## config.mk

```make
export PLATFORM = sky130hd
export DESIGN_NAME = gpio_eirq
export DESIGN_NICKNAME = d
export VERILOG_FILES = /design/src/rtl/gpio_eirq_pkg.sv /design/src/rtl/gpio_eirq_edge.sv /design/src/rtl/gpio_eirq_view.sv /design/src/rtl/gpio_eirq.sv
export SDC_FILE = /design/constraint.sdc
export NUM_CORES = 1
export LEC_CHECK = 0
export BUFFER_PORTS_ARGS = -buffer_cell sky130_fd_sc_hd__clkbuf_2
export CAP_MARGIN = 5
export CORE_AREA = 2 2 135 137
export DETAILED_ROUTE_END_ITERATION = 6
export DIE_AREA = 0 0 137 139
export REMOVE_ABC_BUFFERS = 1
export SKIP_LAST_GASP = 1
export SYNTH_ARGS = -nofsm -noshare
export SYNTH_HDL_FRONTEND = slang
export SYNTH_SLANG_ARGS = --single-unit
```

## constraint.sdc

```tcl
create_clock -name clk -period 4.9 [get_ports clk]
set_input_delay 0.98 -clock clk [delete_from_list [all_inputs] [get_ports clk]]
set_output_delay 0.98 -clock clk [all_outputs]
set_load 0.005 [all_outputs]
```

## src/rtl/gpio_eirq_pkg.sv

```systemverilog
`timescale 1ns/1ps
package gpio_eirq_pkg;

   // control register layout, bit 2 down to bit 0
   typedef struct packed {
      logic cor;       // clear status on read
      logic pend_dis;  // do not latch masked pins
      logic excl;      // latch into view A only
   } eirq_ctl_t;

   function automatic int bytes_for(input int nbits);
      return (nbits + 7) / 8;
   endfunction

endpackage

```

## src/rtl/gpio_eirq_edge.sv

```systemverilog
`timescale 1ns/1ps
module gpio_eirq_edge #(
   parameter int NPIN = 18
) (
   input  logic              clk,
   input  logic              rst_n,
   input  logic [NPIN-1:0]   pins_i,
   input  logic [2*NPIN-1:0] cfg_i,
   output logic [NPIN-1:0]   evt_o
);

   logic [NPIN-1:0] prev_q;

   always_ff @(posedge clk or negedge rst_n) begin
      if (!rst_n) prev_q <= '0;
      else        prev_q <= pins_i;
   end

   for (genvar p = 0; p < NPIN; p++) begin : g_pin
      logic rise, fall;
      assign rise     = pins_i[p] & ~prev_q[p];
      assign fall     = ~pins_i[p] & prev_q[p];
      assign evt_o[p] = (cfg_i[2*p+1] & rise) | (cfg_i[2*p] & fall);
   end

endmodule

```

## src/rtl/gpio_eirq_view.sv

```systemverilog
`timescale 1ns/1ps
module gpio_eirq_view
   import gpio_eirq_pkg::*;
#(
   parameter int NPIN      = 18,
   parameter int STAT_BASE = 'h19,
   parameter int MASK_BASE = 'h1C
) (
   input  logic            clk,
   input  logic            rst_n,
   input  logic [7:0]      addr_i,
   input  logic            wr_i,
   input  logic [7:0]      wdata_i,
   input  logic            rd_i,
   input  logic            cor_i,
   input  logic            pend_dis_i,
   input  logic            gate_i,
   input  logic [NPIN-1:0] evt_i,
   output logic [NPIN-1:0] stat_o,
   output logic [NPIN-1:0] mask_o,
   output logic [7:0]      rdata_o,
   output logic            hit_o,
   output logic            irq_o
);

   localparam int NB = bytes_for(NPIN);

   logic [NPIN-1:0] stat_q, mask_q, clr, set;

   always_comb begin
      for (int i = 0; i < NPIN; i++) begin
         logic sel;
         sel    = (addr_i == 8'(STAT_BASE + i / 8));
         clr[i] = sel && ((wr_i && wdata_i[i % 8]) || (cor_i && rd_i));
         set[i] = gate_i && evt_i[i] && !(pend_dis_i && mask_q[i]);
      end
   end

   always_ff @(posedge clk or negedge rst_n) begin
      if (!rst_n) begin
         stat_q <= '0;
         mask_q <= '1;
      end else begin
         stat_q <= (stat_q & ~clr) | set;
         if (wr_i) begin
            for (int i = 0; i < NPIN; i++) begin
               if (addr_i == 8'(MASK_BASE + i / 8)) mask_q[i] <= wdata_i[i % 8];
            end
         end
      end
   end

   always_comb begin
      rdata_o = '0;
      hit_o   = 1'b0;
      for (int j = 0; j < NB; j++) begin
         if (addr_i == 8'(STAT_BASE + j)) begin
            hit_o = 1'b1;
            for (int b = 0; b < 8; b++)
               if (8 * j + b < NPIN) rdata_o[b] = stat_q[8*j+b];
         end
         if (addr_i == 8'(MASK_BASE + j)) begin
            hit_o = 1'b1;
            for (int b = 0; b < 8; b++)
               if (8 * j + b < NPIN) rdata_o[b] = mask_q[8*j+b];
         end
      end
   end

   assign irq_o  = |(stat_q & ~mask_q);
   assign stat_o = stat_q;
   assign mask_o = mask_q;

endmodule

```

## src/rtl/gpio_eirq.sv

```systemverilog
`timescale 1ns/1ps
module gpio_eirq
   import gpio_eirq_pkg::*;
#(
   parameter int NPIN      = 18,
   parameter int STAT_A    = 'h19,
   parameter int MASK_A    = 'h1C,
   parameter int STAT_B    = 'h1F,
   parameter int MASK_B    = 'h22,
   parameter int EDGE_BASE = 'h28,
   parameter int CTRL_ADDR = 'h2D
) (
   input  logic            clk,
   input  logic            rst_n,
   input  logic [NPIN-1:0] pins_i,
   input  logic [7:0]      addr_i,
   input  logic            wr_i,
   input  logic [7:0]      wdata_i,
   input  logic            rd_i,
   output logic [7:0]      rdata_o,
   output logic            irq_a_o,
   output logic            irq_b_o
);

   localparam int NB  = bytes_for(NPIN);
   localparam int NCB = bytes_for(2 * NPIN);

   // elaboration-time parameter checks
   if (NPIN < 1 || NPIN > 64) begin : g_bad_npin
      $error("gpio_eirq: NPIN out of range");
   end
   if (STAT_A + NB > MASK_A || STAT_B + NB > MASK_B) begin : g_bad_overlap
      $error("gpio_eirq: status and mask ranges overlap");
   end
   if (EDGE_BASE + NCB > 256 || CTRL_ADDR > 255 || MASK_B + NB > 256) begin : g_bad_addr
      $error("gpio_eirq: register range exceeds address space");
   end

   eirq_ctl_t         ctrl_q;
   logic [2*NPIN-1:0] cfg_q;
   logic [NPIN-1:0]   evt;
   logic [NPIN-1:0]   stat_v [2];
   logic [NPIN-1:0]   mask_v [2];
   logic [7:0]        rd_v   [2];
   logic              hit_v  [2];
   logic              irq_v  [2];

   always_ff @(posedge clk or negedge rst_n) begin
      if (!rst_n) begin
         cfg_q  <= '0;
         ctrl_q <= '0;
      end else if (wr_i) begin
         for (int k = 0; k < 2 * NPIN; k++) begin
            if (addr_i == 8'(EDGE_BASE + k / 8)) cfg_q[k] <= wdata_i[k % 8];
         end
         if (addr_i == 8'(CTRL_ADDR)) ctrl_q <= wdata_i[2:0];
      end
   end

   gpio_eirq_edge #(.NPIN(NPIN)) u_edge (
      .clk    (clk),
      .rst_n  (rst_n),
      .pins_i (pins_i),
      .cfg_i  (cfg_q),
      .evt_o  (evt)
   );

   for (genvar v = 0; v < 2; v++) begin : g_view
      localparam int SB = (v == 0) ? STAT_A : STAT_B;
      localparam int MB = (v == 0) ? MASK_A : MASK_B;
      logic gate;
      if (v == 0) begin : g_prim
         assign gate = 1'b1;
      end else begin : g_sec
         assign gate = !ctrl_q.excl;
      end
      gpio_eirq_view #(.NPIN(NPIN), .STAT_BASE(SB), .MASK_BASE(MB)) u_view (
         .clk        (clk),
         .rst_n      (rst_n),
         .addr_i     (addr_i),
         .wr_i       (wr_i),
         .wdata_i    (wdata_i),
         .rd_i       (rd_i),
         .cor_i      (ctrl_q.cor),
         .pend_dis_i (ctrl_q.pend_dis),
         .gate_i     (gate),
         .evt_i      (evt),
         .stat_o     (stat_v[v]),
         .mask_o     (mask_v[v]),
         .rdata_o    (rd_v[v]),
         .hit_o      (hit_v[v]),
         .irq_o      (irq_v[v])
      );
   end

   always_comb begin
      rdata_o = '0;
      if (hit_v[0])      rdata_o = rd_v[0];
      else if (hit_v[1]) rdata_o = rd_v[1];
      for (int c = 0; c < NCB; c++) begin
         if (addr_i == 8'(EDGE_BASE + c)) begin
            for (int b = 0; b < 8; b++)
               if (8 * c + b < 2 * NPIN) rdata_o[b] = cfg_q[8*c+b];
         end
      end
      if (addr_i == 8'(CTRL_ADDR)) rdata_o = {5'b0, ctrl_q};
   end

   assign irq_a_o = irq_v[0];
   assign irq_b_o = irq_v[1];

   // named views for the bound checker
   logic [NPIN-1:0] stat_a, stat_b, mask_a;
   logic [2:0]      ctrl_bits;
   assign stat_a    = stat_v[0];
   assign stat_b    = stat_v[1];
   assign mask_a    = mask_v[0];
   assign ctrl_bits = ctrl_q;

endmodule

```

==> metrics.md <==
| Metric | Value |
|---|---|
| Status | `complete, no violations` |
| Crit start category | `primary input` |
| Die X | `137 um` |
| Flops & latches, synth | `about 130` |
| Iteration count of the initial detailed-routing pass | `5` |
| DR WL/cell | `around 25 um` |
| Starting Density | `39.2%` |
| H-Tree Level Count | `4` |
| CP max stage cell | `or4b_1` |
| Via count | `roughly 6000` |
| IO Port Bufs | `47` |
| Predominant post-synthesis flop cell | `dfrtp_1` |
| Final GP Congestion | `1.03` |
| I/O pins | `48` |
| Fin. max-slew vios | `0` |
| Die Ht | `139 um` |
| Area Growth Syn to Fin | `17.2%` |
| DR DRC count | `0` |
| CP required | `3.92 ns` |
| Tot GR Track Use | `27.4%` |
| Period utilization | `85.8%` |
| Max stage delay on crit path | `0.69 ns` |
| Multi-input logic area | `3360 um2` |
| First-pass GRT wire length | `38300 um` |
| Die area | `approximately 19000 um2` |
| Root Buffer | `clkbuf_16` |
| CTS resizes | `0` |
| Fmax | `around 240 MHz` |
| Power Density | `394 nW/um2` |
| Initial antenna violation count | `0` |
| Static Leak | `3.43 nW` |
| Kind of critical path | `primary input to primary output` |
| DP Wirelength | `18300 um` |
| Core footprint | `17700 um2` |
| Non-filler instance count after layout | `994` |
| Relative slew slack | `38.3%` |
| DRT iter0 DRCs | `869` |
| Most frequent CP cell | `clkbuf_2` |
| Worst-path cell chain | `clkbuf_2 -> or4b_1 -> nor3_4 -> and2_1 -> a32o_1 -> o21ai_0 -> a31oi_1 -> clkbuf_2` |
| R2R Path Start | `ctrl_bits[2]` |
| Most frequent cell after synthesis | `nand2_1` |
| Power Total | `3.19 mW` |
| Layout Cell Area excl Fill | `8100 um2` |
| Hold Violations, Final | `0` |
| Cell Count Post-Placement | `approximately 960` |
| Hold Crit Start | `g_view[1].u_view.stat_o[7]` |
| CP max FO | `14` |
| Yosys cell types | `55` |
| CTS tree | `yes` |
| Critical path data arrival time | `3.22 ns` |
| Clock skew | `0.0107 ns` |
| Area contributors post-synth | `dfrtp_1, dfstp_2, mux2_2` |
| Num Clock Sinks | `129` |
| Number of vias per cell | `6.16` |
| Maxcap violations | `0` |
| Sequential share of the synthesized area | `47.3%` |
| Slew @ Worst Pin | `0.916 ns` |
| Reg2Reg Setup Slack | `~3.3 ns` |
| Post-DP Area | `7480 um2` |
| Tmin final | `4.20 ns` |
| Clock buffer depth | `2` |
| Dominant cell type by area after synthesis | `dfrtp_1` |
| Number of synthesized flops with an enable pin | `0` |
| RSZ-0062 raised after global routing | `false` |
| Async S/R FF share, synth | `100%` |
| Clk slew on worst S/H paths | `0.06 ns` |
| Setup crit start | `addr_i[7]` |
| Ratio of cells with drive above 1 in the final layout | `30.2%` |
| Clk Latency, worst-skew pair | `0.43 ns` |
| Hold/Removal Path Class | `flop to flop` |
| Cells after synthesis | `698` |
| Routed Antenna Nets | `0` |
| Mean post-synth cell area | `9.90 um2` |
| Vias in the first global route | `6099` |
| Area share of the leading cell type in the synthesized netlist | `33.7%` |
| Hold_buf cts | `0` |
| # Post-CTS Setup Buffers | `0` |
| Max VDD drop | `0.227 mV` |
| Commonest cells post-synth | `nand2_1, dfrtp_1, mux2_2, a21oi_1` |
| Total CTS buffers | `17` |
| N_diodes | `0` |
| Grt ovf | `0` |
| Fillers | `1736` |
| # nets final | `790` |
| Critical Path Sink Type | `primary output` |
| Largest net degree at the start of global routing | `68` |
| Synth Cell Area | `6910 um2` |
| # setup viols final | `0` |
| Post-Route Setup TNS | `0 ns` |
| FF/Latch Area | `3270 um2` |
| Ys Warns | `0` |
| Cell Rows | `49` |
| Final wirelength | `25200 um` |
[layer usage]
layer	up-vias	track usage (%)	routed length, um
li1	2670	-	-
met1	3057	39.8	10700
met2	337	40.5	11400
met3	57	5.12	2140
met4	0	10.4	927
met5	-	0	0
[layout by cell type, fill, tap and decap left out, types with 4 or more instances in the layout]
master	count
o22ai_1	18
a221oi_1	11
nand2_1	119
a21oi_1	49
a22o_1	37
dfstp_2	36
nor2b_1	5
a31oi_1	10
o21ai_0	35
clkbuf_16	17
mux2i_1	8
a21o_1	5
nor2_1	19
buf_4	23
clkbuf_2	46
nand3_1	13
and3_1	4
nand3_2	5
inv_1	37
mux2_2	76
dfrtp_1	93
clkinvlp_4	5
nor3_1	10
nand3b_1	21
[worst paths after layout]
kind,cells after the start,to
setup / recovery,8,rdata_o[7]
hold / removal,1,g_view[1].u_view.stat_o[7]
setup reg to reg,4,g_view[1].u_view.stat_o[16]
hold reg to reg,1,g_view[1].u_view.stat_o[7]
max in group asynchronous,2,g_view[1].u_view.mask_o[17]
min in group asynchronous,1,cfg_q[19]
[cell families after synthesis]
| logic type | share of synthesized area (%) |
|---|---|
| multiplexers | 14.2 |
| buffers and inverters | 4.18 |
| AO/OA/AOI/OAI | 18.7 |
| AND/OR/NAND/NOR | 15.6 |
| flip-flops | 47.3 |
[state kept, by name (all words and copies together), names as in the netlist]
register              count
u_edge.prev_q            18
g_view.u_view.mask_o     36
cfg_q                    36
g_view.u_view.stat_o     36
ctrl_bits                 3
[power by group]
| group | internal [mW] | switching [mW] | leakage [nW] | total, mW |
|---|---|---|---|---|
| Combinational | 0.207 | 0.244 | 1.59 | 0.451 |
| Clock | 0.841 | 0.503 | 0.291 | 1.34 |
| Sequential | 1.24 | 0.161 | 1.55 | 1.40 |
[metrics by stage]
| step | utilization, % | setup slack [ns] | hold WS [ns] |
|---|---|---|---|
| global route | 45.9 | 0.524 | 0.515 |
| floorplan | - | 1.18 | 0.466 |
| finish | 45.9 | 0.696 | 0.507 |
| detailed placement | 42.3 | 0.755 | 0.488 |
| global placement | 42.3 | 0.762 | 0.484 |
| CTS | 45.9 | 0.744 | 0.505 |
[layout make-up]
class,instances,area share (%)
repair buffers,70,5.22
flip-flops and latches,129,40.4
multi-input cells,497,41.4
clock buffers,20,5.76
well taps,229,3.54
inverters,37,1.71
clock inverters,12,1.92
[critical path: cells and delay by family]
family / cells / cell delay, ns
AND/OR/NAND/NOR: 3 / 1.50
AO/OA/AOI/OAI: 3 / 0.47
buffers and inverters: 2 / 0.26
Power figures use the tool's default switching activity.
